[src/rtl/iexu_pkg.sv]
package iexu_pkg;

  typedef enum logic [4:0] {
    OP_ADD    = 5'd0,
    OP_SUB    = 5'd1,
    OP_ADDV   = 5'd2,
    OP_SUBV   = 5'd3,
    OP_S4ADD  = 5'd4,
    OP_S8ADD  = 5'd5,
    OP_S4SUB  = 5'd6,
    OP_S8SUB  = 5'd7,
    OP_CMPEQ  = 5'd8,
    OP_CMPLT  = 5'd9,
    OP_CMPLE  = 5'd10,
    OP_CMPULT = 5'd11,
    OP_CMPULE = 5'd12,
    OP_AND    = 5'd13,
    OP_NAND   = 5'd14,
    OP_OR     = 5'd15,
    OP_NOR    = 5'd16,
    OP_XOR    = 5'd17,
    OP_XNOR   = 5'd18,
    OP_SLL    = 5'd19,
    OP_SRL    = 5'd20,
    OP_SRA    = 5'd21,
    OP_MVEQ   = 5'd22,
    OP_MVNE   = 5'd23,
    OP_MVLT   = 5'd24,
    OP_MVLE   = 5'd25,
    OP_MVGE   = 5'd26,
    OP_MVGT   = 5'd27
  } op_e;

  localparam int OP_W = 5;

endpackage

[src/rtl/iexu_addsub.sv]
module iexu_addsub
  import iexu_pkg::*;
#(
  parameter int XLEN = 64
) (
  input  op_e             op,
  input  logic            size_lw,
  input  logic [XLEN-1:0] a,
  input  logic [XLEN-1:0] b,
  output logic [XLEN-1:0] sum,
  output logic            ovf
);
  localparam int HALF = XLEN / 2;

  logic [1:0]      scale;
  logic            negate;
  logic            trapping;
  logic [XLEN-1:0] b_scaled;
  logic [XLEN-1:0] b_term;
  logic [XLEN-1:0] raw;
  logic            sa, sb, sr;

  always_comb begin
    scale    = 2'd0;
    negate   = 1'b0;
    trapping = 1'b0;
    unique case (op)
      OP_SUB:   negate = 1'b1;
      OP_ADDV:  trapping = 1'b1;
      OP_SUBV:  begin negate = 1'b1; trapping = 1'b1; end
      OP_S4ADD: scale = 2'd2;
      OP_S8ADD: scale = 2'd3;
      OP_S4SUB: begin scale = 2'd2; negate = 1'b1; end
      OP_S8SUB: begin scale = 2'd3; negate = 1'b1; end
      default:  ;
    endcase
  end

  assign b_scaled = b << scale;
  assign b_term   = negate ? ~b_scaled : b_scaled;
  assign raw      = a + b_term + {{(XLEN-1){1'b0}}, negate};

  // sign bits at the selected width
  assign sa = size_lw ? a[HALF-1]      : a[XLEN-1];
  assign sb = size_lw ? b_term[HALF-1] : b_term[XLEN-1];
  assign sr = size_lw ? raw[HALF-1]    : raw[XLEN-1];

  assign sum = size_lw ? {{HALF{raw[HALF-1]}}, raw[HALF-1:0]} : raw;
  assign ovf = trapping && (sa == sb) && (sr != sa);

endmodule

[src/rtl/iexu_bitshift.sv]
module iexu_bitshift
  import iexu_pkg::*;
#(
  parameter int XLEN = 64,
  parameter int LANE = 8
) (
  input  op_e             op,
  input  logic [XLEN-1:0] a,
  input  logic [XLEN-1:0] b,
  output logic [XLEN-1:0] y
);
  localparam int NLANE = XLEN / LANE;
  localparam int SHW   = $clog2(XLEN);

  logic [XLEN-1:0] bitwise;
  logic [SHW-1:0]  amount;
  logic [XLEN-1:0] sh_left, sh_right, sh_arith;

  for (genvar g = 0; g < NLANE; g++) begin : g_lane
    logic [LANE-1:0] la, lb, lo;
    assign la = a[g*LANE +: LANE];
    assign lb = b[g*LANE +: LANE];
    always_comb begin
      unique case (op)
        OP_AND:  lo = la & lb;
        OP_NAND: lo = ~(la & lb);
        OP_OR:   lo = la | lb;
        OP_NOR:  lo = ~(la | lb);
        OP_XOR:  lo = la ^ lb;
        OP_XNOR: lo = ~(la ^ lb);
        default: lo = '0;
      endcase
    end
    assign bitwise[g*LANE +: LANE] = lo;
  end

  assign amount   = b[SHW-1:0];
  assign sh_left  = a << amount;
  assign sh_right = a >> amount;
  assign sh_arith = $signed(a) >>> amount;

  always_comb begin
    unique case (op)
      OP_SLL:  y = sh_left;
      OP_SRL:  y = sh_right;
      OP_SRA:  y = sh_arith;
      default: y = bitwise;
    endcase
  end

endmodule

[src/rtl/iexu_test.sv]
module iexu_test
  import iexu_pkg::*;
#(
  parameter int XLEN = 64
) (
  input  op_e             op,
  input  logic [XLEN-1:0] a,
  input  logic [XLEN-1:0] b,
  output logic            cmp_true,
  output logic            move_take
);
  logic zero, neg;
  logic [5:0] zcond;

  assign zero = (a == '0);
  assign neg  = a[XLEN-1];

  // zero tests in the order eq, ne, lt, le, ge, gt
  assign zcond = {!neg && !zero, !neg, neg || zero, neg, !zero, zero};

  always_comb begin
    unique case (op)
      OP_CMPEQ:  cmp_true = (a == b);
      OP_CMPLT:  cmp_true = ($signed(a) <  $signed(b));
      OP_CMPLE:  cmp_true = ($signed(a) <= $signed(b));
      OP_CMPULT: cmp_true = (a <  b);
      OP_CMPULE: cmp_true = (a <= b);
      default:   cmp_true = 1'b0;
    endcase
  end

  always_comb begin
    unique case (op)
      OP_MVEQ: move_take = zcond[0];
      OP_MVNE: move_take = zcond[1];
      OP_MVLT: move_take = zcond[2];
      OP_MVLE: move_take = zcond[3];
      OP_MVGE: move_take = zcond[4];
      OP_MVGT: move_take = zcond[5];
      default: move_take = 1'b0;
    endcase
  end

endmodule

[src/rtl/int_exec_unit.sv]
module int_exec_unit
  import iexu_pkg::*;
#(
  parameter int XLEN  = 64,
  parameter int LIT_W = 8,
  parameter int LANE  = 8
) (
  input  logic             clk,
  input  logic             rst_n,
  input  logic             in_valid,
  output logic             in_ready,
  input  logic [OP_W-1:0]  in_op,
  input  logic             in_size_lw,
  input  logic             in_use_lit,
  input  logic [LIT_W-1:0] in_lit,
  input  logic [XLEN-1:0]  in_a,
  input  logic [XLEN-1:0]  in_b,
  output logic             out_valid,
  input  logic             out_ready,
  output logic [XLEN-1:0]  out_result,
  output logic             out_wen,
  output logic             out_ovf
);
  localparam int HALF = XLEN / 2;

  op_e             op;
  logic [XLEN-1:0] b_eff;
  logic [XLEN-1:0] as_sum;
  logic            as_ovf;
  logic [XLEN-1:0] bs_y;
  logic            cmp_true;
  logic            move_take;
  logic [XLEN-1:0] nx_result;
  logic            nx_wen;
  logic            nx_ovf;
  logic            accept;

  assign op     = op_e'(in_op);
  assign b_eff  = in_use_lit ? {{(XLEN-LIT_W){1'b0}}, in_lit} : in_b;
  assign in_ready = !out_valid || out_ready;
  assign accept   = in_valid && in_ready;

  iexu_addsub #(.XLEN(XLEN)) i_addsub (
    .op(op), .size_lw(in_size_lw), .a(in_a), .b(b_eff),
    .sum(as_sum), .ovf(as_ovf)
  );

  iexu_bitshift #(.XLEN(XLEN), .LANE(LANE)) i_bitshift (
    .op(op), .a(in_a), .b(b_eff), .y(bs_y)
  );

  iexu_test #(.XLEN(XLEN)) i_test (
    .op(op), .a(in_a), .b(b_eff),
    .cmp_true(cmp_true), .move_take(move_take)
  );

  always_comb begin
    nx_result = '0;
    nx_wen    = 1'b1;
    nx_ovf    = 1'b0;
    unique case (op)
      OP_ADD, OP_SUB, OP_ADDV, OP_SUBV,
      OP_S4ADD, OP_S8ADD, OP_S4SUB, OP_S8SUB: begin
        nx_result = as_sum;
        nx_ovf    = as_ovf;
      end
      OP_CMPEQ, OP_CMPLT, OP_CMPLE, OP_CMPULT, OP_CMPULE:
        nx_result = {{(XLEN-1){1'b0}}, cmp_true};
      OP_AND, OP_NAND, OP_OR, OP_NOR, OP_XOR, OP_XNOR,
      OP_SLL, OP_SRL, OP_SRA:
        nx_result = bs_y;
      OP_MVEQ, OP_MVNE, OP_MVLT, OP_MVLE, OP_MVGE, OP_MVGT: begin
        nx_result = b_eff;
        nx_wen    = move_take;
      end
      default: nx_wen = 1'b0;
    endcase
  end

  always_ff @(posedge clk or negedge rst_n) begin
    if (!rst_n) begin
      out_valid  <= 1'b0;
      out_result <= '0;
      out_wen    <= 1'b0;
      out_ovf    <= 1'b0;
    end else if (in_ready) begin
      out_valid <= in_valid;
      if (in_valid) begin
        out_result <= nx_result;
        out_wen    <= nx_wen;
        out_ovf    <= nx_ovf;
      end
    end
  end


  stall_hold_chk: assert property (@(posedge clk) disable iff (!rst_n)
    (out_valid && !out_ready) |=> (out_valid && $stable(out_result)
                                   && $stable(out_wen) && $stable(out_ovf)));


  present_next_chk: assert property (@(posedge clk) disable iff (!rst_n)
    accept |=> out_valid);


  lw_sext_chk: assert property (@(posedge clk) disable iff (!rst_n)
    (accept && in_size_lw && (in_op <= 5'd7))
      |=> (out_result[XLEN-1:HALF] == {HALF{out_result[HALF-1]}}));


  no_overflow_chk: assert property (@(posedge clk) disable iff (!rst_n)
    (accept && (op != OP_ADDV) && (op != OP_SUBV)) |=> !out_ovf);


  cmp_bool_chk: assert property (@(posedge clk) disable iff (!rst_n)
    (accept && (in_op >= 5'd8) && (in_op <= 5'd12))
      |=> (out_result[XLEN-1:1] == '0));


  wen_set_chk: assert property (@(posedge clk) disable iff (!rst_n)
    (accept && (in_op <= 5'd21)) |=> out_wen);

endmodule

[config.mk]
export PLATFORM = sky130hd
export DESIGN_NAME = int_exec_unit
export DESIGN_NICKNAME = d
export VERILOG_FILES = /design/src/rtl/iexu_pkg.sv /design/src/rtl/iexu_addsub.sv /design/src/rtl/iexu_bitshift.sv /design/src/rtl/iexu_test.sv /design/src/rtl/int_exec_unit.sv
export SDC_FILE = /design/constraint.sdc
export NUM_CORES = 2
export LEC_CHECK = 0
export ABC_AREA = 1
export BUFFER_PORTS_ARGS = -buffer_cell sky130_fd_sc_hd__buf_2
export CAP_MARGIN = 25
export CORE_AREA = 10 10 266 268
export CTS_CLUSTER_DIAMETER = 200
export DETAILED_ROUTE_END_ITERATION = 10
export DIE_AREA = 0 0 276 278
export PLACE_DENSITY = 0.62
export SLEW_MARGIN = 15
export SYNTH_ARGS = -nofsm -noshare
export SYNTH_HDL_FRONTEND = slang
export SYNTH_HIERARCHICAL = 1
export SYNTH_SLANG_ARGS = --single-unit
[constraint.sdc]
create_clock -name clk -period 3.2 [get_ports clk]
set_input_delay 0.32 -clock clk [delete_from_list [all_inputs] [get_ports clk]]
set_output_delay 0.32 -clock clk [all_outputs]
set_load 0.02 [all_outputs]
# ---- Yosys cells after proc, flatten, opt, wreduce, memory -nomap -nowiden
# Index checks and enable logic that the tools add are counted.
# W data, S select, Z words.
dict set report totals {
  ff_bits 67
  input_bits 147
  out_inout_bits 68
}
dict set report classes {
  addsub 2
  magnitude_cmp 4
  n_eq_ne 30
  n_shift 4
  n_mux 23
  bitwise 49
  reduce_logical 20
}
# operator count
set ops {}
lappend ops {{$pmux W8 S6} 8}
lappend ops {{$pmux W64 S4} 1}
lappend ops {{$mux W64} 3}
lappend ops {{$not A8 Y8} 24}
lappend ops {{$pmux W64 S3} 1}
lappend ops {{$le A64 B64 Y1} 2}
lappend ops {{$lt A64 B64 Y1} 2}
lappend ops {{$add A64 B1 Y64} 1}
lappend ops {{$add A64 B64 Y64} 1}
lappend ops {{$and A8 B8 Y8} 8}
lappend ops {{$eq A64 B64 Y1} 1}
lappend ops {{$logic_not A64 Y1} 1}
lappend ops {{$not A64 Y64} 1}
lappend ops {{$or A8 B8 Y8} 8}
lappend ops {{$shl A64 B2 Y64} 1}
lappend ops {{$shl A64 B6 Y64} 1}
lappend ops {{$shr A64 B6 Y64} 1}
lappend ops {{$sshr A64 B6 Y64} 1}
lappend ops {{$xor A8 B8 Y8} 8}
lappend ops {{$eq A5 B5 Y1 const B} 12}
lappend ops {{$eq A5 B4 Y1 const B} 8}
lappend ops {{$reduce_or A22 Y1} 1}
lappend ops {{$eq A5 B3 Y1 const B} 4}
lappend ops {{$eq A5 B2 Y1 const B} 2}
lappend ops {{19 further kinds} 31}

# ---- Logic depth before layout (Yosys ltp)
dict set report depth {
  ltp_word 12
  depth_mapped 34
  ltp_nobuf 33
}

# ---- Hierarchy
# Netlist, hierarchy kept.
# module instances cells_per_inst area_per_inst_um2
set modules_own_cells {}
lappend modules_own_cells {iexu_bitshift 1 2575 12957.4}
lappend modules_own_cells {iexu_addsub 1 1127 6302.3}
lappend modules_own_cells {int_exec_unit 1 872 5270.1}
lappend modules_own_cells {iexu_test 1 348 2085.8}

# ---- Least setup slack after synthesis
# Ideal clock, no wire load.
dict set report synth_path {
  path_type {in2reg}
  startpoint {in in_use_lit}
  endpoint {reg out_result[54]}
  arrival_ns 3.588
  t_required_ns 3.083
  path_slack_ns -0.505
  cell_stages 25
  cell_sequence {buf_2 -> buf_2 -> o21ai_0 -> inv_1 -> o21ai_0 -> nand2_1 -> xor2_1 -> fa_1 -> nand3b_1 -> nand2_1 -> a21oi_1 -> o21ai_1 -> a21boi_1 -> o211ai_1 -> nand2_1 -> nand2_1 -> a21oi_1 -> o21ai_0 -> nand2_1 -> nand2_1 -> nand2_1 -> inv_1 -> nand2_1 -> nand2_1 -> nand2_1}
}
dict set report synth_between {
  elab_chain_cells 8
  elab_cells_between_ends 19
  classes_between {2 x add/sub; 4 x shift; 6 x mux; 7 x bitwise}
}
# element line_no
set synth_lines {}
lappend synth_lines {{start: declaration} int_exec_unit.sv:14} ;# input logic in_use_lit,
lappend synth_lines {{$mux W64 (*)} int_exec_unit.sv:39} ;# assign b_eff = in_use_lit ? {{(XLEN-LIT_W){1'b0}}, in_lit} : in_b;
lappend synth_lines {{via b_eff[1]} int_exec_unit.sv:27} ;# logic [XLEN-1:0] b_eff;
lappend synth_lines {{$shl A64 B2 Y64 (*)} iexu_addsub.sv:39} ;# assign b_scaled = b << scale;
lappend synth_lines {{$not A64 Y64} iexu_addsub.sv:40} ;# assign b_term = negate ? ~b_scaled : b_scaled;
lappend synth_lines {{$mux W64 (*)} iexu_addsub.sv:40}
lappend synth_lines {{$add A64 B64 Y64 (*)} iexu_addsub.sv:41} ;# assign raw = a + b_term + {{(XLEN-1){1'b0}}, negate};
lappend synth_lines {{$add A64 B1 Y64 (*)} iexu_addsub.sv:41}
lappend synth_lines {{$mux W64 (*)} iexu_addsub.sv:48} ;# assign sum = size_lw ? {{HALF{raw[HALF-1]}}, raw[HALF-1:0]} : raw;
lappend synth_lines {{via as_sum[54]} int_exec_unit.sv:28} ;# logic [XLEN-1:0] as_sum;
lappend synth_lines {{$pmux W64 S4 (*)} int_exec_unit.sv:61} ;# unique case (op)
lappend synth_lines {{end signal: assignment} int_exec_unit.sv:89} ;# out_result <= nx_result;
lappend synth_lines {{end: declaration} int_exec_unit.sv:20} ;# output logic [XLEN-1:0] out_result,
# The timed path passes the listed nets; every way through them passes the cells marked *.
# A chain may end at the register's enable or synchronous reset.

# ---- Final worst setup path
dict set report layout_path {
  startpoint {in in_op[4]}
  endpoint {reg out_result[50]}
}
dict set report layout_between {
  elab_chain_cells 10
  elab_cells_between_ends 46
  classes_between {2 x add/sub; 27 x eq/ne; 1 x shift; 7 x mux; 1 x bitwise; 8 x reduce/logical}
}
# element line_no
set layout_lines {}
lappend layout_lines {{start: declaration} int_exec_unit.sv:12} ;# input logic [OP_W-1:0] in_op,
lappend layout_lines {{$eq A5 B3 Y1} iexu_addsub.sv:27} ;# unique case (op)
lappend layout_lines {{$reduce_or A2 Y1 (no line)} -}
lappend layout_lines {{$pmux W2 S2} iexu_addsub.sv:27}
lappend layout_lines {{$shl A64 B2 Y64} iexu_addsub.sv:39}
lappend layout_lines {{$not A64 Y64} iexu_addsub.sv:40}
lappend layout_lines {{$mux W64} iexu_addsub.sv:40}
lappend layout_lines {{$add A64 B64 Y64} iexu_addsub.sv:41}
lappend layout_lines {{$add A64 B1 Y64 (*)} iexu_addsub.sv:41}
lappend layout_lines {{$mux W64 (*)} iexu_addsub.sv:48}
lappend layout_lines {{via as_sum[50]} int_exec_unit.sv:28}
lappend layout_lines {{$pmux W64 S4 (*)} int_exec_unit.sv:61}
# Marks and branches as above.

==> results_tabular.tex <==
\begin{tabular}{lr}
\hline
Metric & Value \\
\hline
\multicolumn{2}{l}{\textbf{Finish}} \\
\quad Fraction of final layout cells sized beyond drive strength 1 & 0.314 \\
\quad Fill cell total of the finished layout & 6,552 \\
\quad Net count of the finished layout & between 6,000 and 7,000 \\
\quad Final Cell Area & 39,200 um\^{}2 \\
\quad Syn-to-layout area delta & 47.1\% \\
\quad Fin util & 0.599 \\
\quad Final instance count without filler cells & 6,858 \\
\multicolumn{2}{l}{\textbf{Placement}} \\
\quad I/O Buffers & 214 \\
\quad Placed Cells & between 6,000 and 7,000 \\
\quad Post-detail-place hpwl & 139,000 um \\
\quad Area post-placement & 35,600 um\^{}2 \\
\quad Minimum setup slack after placement & -1070 ps \\
\quad Gp weighted congestion & 1.06 \\
\multicolumn{2}{l}{\textbf{Worst setup path}} \\
\quad CP delay by family, top & simple AND/OR/NAND/NOR gates \\
\quad CP endpoint & out\_result[50]\$\_DFFE\_PN0P\_ \\
\quad Critical path depth in cells & 28 \\
\quad Register-to-Register Setup Slack & 1000 ps \\
\quad Endpoint of the lowest-slack register-to-register path & out\_result[12]\$\_DFFE\_PN0P\_ \\
\quad Category of the worst setup path launch point & input port \\
\quad Arrival time at the worst endpoint & 3960 ps \\
\quad Number of buffer and inverter stages on the critical path & 8 \\
\quad Maximum fanout along the worst path & 9 \\
\quad Data required time of the critical path & 3430 ps \\
\quad Most repeated library cell on the critical path & sky130\_fd\_sc\_hd\_\_nand2\_1 \\
\quad Worst path slowest cell & sky130\_fd\_sc\_hd\_\_ha\_1 \\
\quad CP Capture Type & flop \\
\quad Source of the worst register-to-register timing path & out\_valid\$\_DFFE\_PN0N\_ \\
\quad Launch point of the worst path & in\_op[4] \\
\quad Crit path largest cell delay & 350 ps \\
\quad Kind of critical path & input port to flop \\
\quad R2R depth & 6 \\
\multicolumn{2}{l}{\textbf{Timing}} \\
\quad Worst-case clock skew & 7.15 ps \\
\quad Number of max-slew violations in the final report & 0 \\
\quad Count of endpoints failing setup in the final report & 52 \\
\quad Minimum period implied by the final worst setup slack & roughly 3700 ps \\
\quad Setup repair after global routing missed its margin & yes \\
\quad Number of failing hold endpoints at the final stage & 0 \\
\quad Final worst-path setup slack & -528 ps \\
\quad Maximum clock frequency & roughly 270 MHz \\
\quad Normalized max-slew margin & 0.371 \\
\quad Part of the cycle the worst path needs & 1.17 \\
\quad Actual transition at the worst max-transition pin & around 940 ps \\
\multicolumn{2}{l}{\textbf{Global route}} \\
\quad M3 GR Usage & 0.0855 \\
\quad Most Crowded Layer GR & met2 \\
\quad Overall Global Routing Usage & 0.421 \\
\quad First-pass GRT wire length & approximately 250,000 um \\
\quad Maximum number of pins on one net before global-route repair & $\sim$130 \\
\quad Via count of the first global-routing pass & 37,800 \\
\quad Congestion Overflow GR & 0 \\
\quad Met2 Resource Use GR & 0.633 \\
\quad Antenna violations before repair & 11 \\
\quad Met1 track utilization from global routing & 0.518 \\
\multicolumn{2}{l}{\textbf{Pwr}} \\
\quad NetSw & 6520 uW \\
\quad Power density over the cells & 311 nW/um\^{}2 \\
\quad Share of total power in combinational logic & 0.800 \\
\quad Final Total Pwr & between 10,000 and 15,000 uW \\
\quad Maximum vdd ir drop & roughly 0.28 mV \\
\quad Proportion of total power due to net switching & 0.536 \\
\quad Power share of the sequential group & 0.101 \\
\quad Clock network fraction of design power & 0.098 \\
\quad P\_int & 5650 uW \\
\quad Leakage power total & $\sim$0.021 uW \\
\multicolumn{2}{l}{\textbf{Floorplan}} \\
\quad Die width & between 200 and 300 um \\
\quad Starting Density & 0.407 \\
\quad Cell Rows & 94 \\
\quad Chip height & 278 um \\
\quad Die Area & 76,700 um\^{}2 \\
\quad CORE AREA & about 65,000 um\^{}2 \\
\quad Count of pins on the block boundary & 215 \\
\multicolumn{2}{l}{\textbf{Synthesis}} \\
\quad Synthesized instance count & $\sim$4,900 \\
\quad Post-Synthesis Net Count & 5,326 \\
\quad Top cell types by occurrence after synthesis & sky130\_fd\_sc\_hd\_\_nand2\_1 (1,449), sky130\_fd\_sc\_hd\_\_nand3\_1 (964), sky130\_fd\_sc\_hd\_\_inv\_1 (526), sky130\_fd\_sc\_hd\_\_nor2\_1 (355), sky130\_fd\_sc\_hd\_\_ha\_1 (256) \\
\quad Total of warnings raised by yosys & 6 \\
\quad Area fraction of the dominant cell type after synthesis & 0.204 \\
\quad Mean cell area of the mapped netlist & 5.41 um\^{}2 \\
\quad Top post-synthesis cells by area & sky130\_fd\_sc\_hd\_\_nand2\_1 (20\%), sky130\_fd\_sc\_hd\_\_nand3\_1 (18\%), sky130\_fd\_sc\_hd\_\_ha\_1 (12\%) \\
\quad Library cell with the largest summed area after synthesis & sky130\_fd\_sc\_hd\_\_nand2\_1 \\
\quad Fraction of registers with async set or reset after synthesis & 1.00 \\
\quad Most repeated cell in the gate-level netlist after synthesis & sky130\_fd\_sc\_hd\_\_nand2\_1 \\
\quad Synthesized flop and latch total & between 60 and 70 \\
\quad Post-synthesis cell area & 26,600 um\^{}2 \\
\quad Flip-flop cell with the highest count after synthesis & sky130\_fd\_sc\_hd\_\_dfrtp\_1 \\
\quad Number of flops mapped to enable cells by yosys & 0 \\
\quad Number of distinct library cell variants in the gate-level netlist after synthesis & 63 \\
\quad Share of the yosys chip area belonging to registers & 0.0630 \\
\multicolumn{2}{l}{\textbf{CTS}} \\
\quad H-tree lvl count & 3 \\
\quad Root Buffer & sky130\_fd\_sc\_hd\_\_clkbuf\_16 \\
\quad Clock buffers created by TritonCTS & 9 \\
\quad CTS clk-pin slew, worst paths & 60 ps \\
\quad CTS tree & yes \\
\quad Number of sinks handled by clock tree synthesis & 67 \\
\quad Latest clock arrival within the worst-skew pair & 340 ps \\
\quad Bufs on Longest Clock Path & 2 \\
\multicolumn{2}{l}{\textbf{Routing}} \\
\quad Number of nets still failing antenna checks after routing & 0 \\
\quad Length of the first detailed-routing pass in iterations & 8 \\
\quad Via density per instance & 5.94 \\
\quad Routed len/inst & 25.5 um \\
\quad Total wire length & 175,000 um \\
\quad Violation count after the first detailed-route iteration & around 5,500 \\
\quad Total DRC errors in the routed layout & 0 \\
\quad Vias after detailed routing & just over 40,000 \\
\multicolumn{2}{l}{\textbf{Run status}} \\
\quad Failing checks & negative setup slack \\
\quad Run status & complete, but fails checks \\
\multicolumn{2}{l}{\textbf{Run}} \\
\quad Max-capacitance violation count & 0 \\
\multicolumn{2}{l}{\textbf{Worst hold path}} \\
\quad Min-Delay Path Class & input port to flop \\
\hline
\end{tabular}
[what timing repair did]
item	CTS	global route
hold buffers	1	0
pin swaps	97	161
resized for setup	343	305
endpoints found under the hold margin	4	0
setup buffers	53	33
cloned	10	3
setup endpoints to repair	63	65
[area by class of cell]
type,count,area [um^2],area share
Antenna cell,1,2.50,0.0000639
Clock buffer,10,229,0.00585
Clock inverter,6,114,0.00291
Inverter,552,2110,0.0538
Multi-Input combinational cell,4033,23500,0.600
Sequential cell,67,1680,0.0428
Tap cell,864,1080,0.0276
Timing Repair Buffer,1324,10400,0.267
Timing Repair inverter,1,7.51,0.000192
[cell usage in the layout, fill, tap and decap left out, types with 67 or more instances in the layout]
cell type / Yosys / layout
sky130_fd_sc_hd__nand2_1: 1449 / 1309
sky130_fd_sc_hd__buf_4: 22 / 1006
sky130_fd_sc_hd__nand3_1: 964 / 941
sky130_fd_sc_hd__inv_1: 526 / 483
sky130_fd_sc_hd__nor2_1: 355 / 287
sky130_fd_sc_hd__ha_1: 256 / 244
sky130_fd_sc_hd__buf_2: 89 / 209
sky130_fd_sc_hd__o21ai_0: 204 / 147
sky130_fd_sc_hd__a21oi_1: 192 / 132
sky130_fd_sc_hd__nand2_2: 11 / 123
sky130_fd_sc_hd__nand4_1: 108 / 108
sky130_fd_sc_hd__xor2_1: 81 / 75
sky130_fd_sc_hd__dfrtp_1: 67 / 67
[power groups by stage]
stage	clock [uW]	combinational, uW	sequential, uW
detailed placement	0	8190	1230
global route	1230	10300	1240
finish	1200	9740	1230
global placement	0	8170	1230
floorplan	0	3980	1330
CTS	1200	8850	1220
[state kept, by name, summed over array words and instances (netlist names)]
signal,cells
out_ovf,1
out_valid,1
out_result,64
out_wen,1
[per-stage QoR]
stage                     TNS (ps)  hold slack (ps)
final                       -17810              280
after detailed placement    -45920              157
after CTS                    -9020              278
after floorplan              -3060             24.4
after global routing        -26200              327
after global placement      -43570              157
[routing by layer]
metal  wire length (um)  part of all wire  up-vias
met4              16700             0.095        8
met3              19700              0.11      661
met5                 52           0.00030        -
li1                   -                 -    18600
met2              73500              0.42     2528
met1              65200              0.37    18900
[cell families after synthesis]
kind of cell | count (synthesis) | synth area share
AOI/OAI and AO/OA | 668 | 0.150
xor gates and xnor gates | 94 | 0.0319
adders and majority gates | 257 | 0.121
buffers and inverters | 822 | 0.131
DFF | 67 | 0.0630
and+or+nand+nor | 3014 | 0.503
[worst min-delay path, delay by kind of cell]
family	cells	cell delay, ps
buf+inv	2	100
simple gates	2	150
[worst min path at each step]
stage	from	to	slack, ps	cells past startpoint
2_1_floorplan	rst_n	out_ovf$_DFFE_PN0P_	20	0
3_3_place_gp	rst_n	out_result[31]$_DFFE_PN0P_	160	1
3_5_place_dp	rst_n	out_result[2]$_DFFE_PN0P_	160	1
4_1_cts	out_ready	out_valid$_DFFE_PN0N_	280	4
5_1_grt	out_ready	out_valid$_DFFE_PN0N_	330	4
6_report	out_ready	out_valid$_DFFE_PN0N_	280	4
No activity file was read; power rests on OpenSTA's default activity.
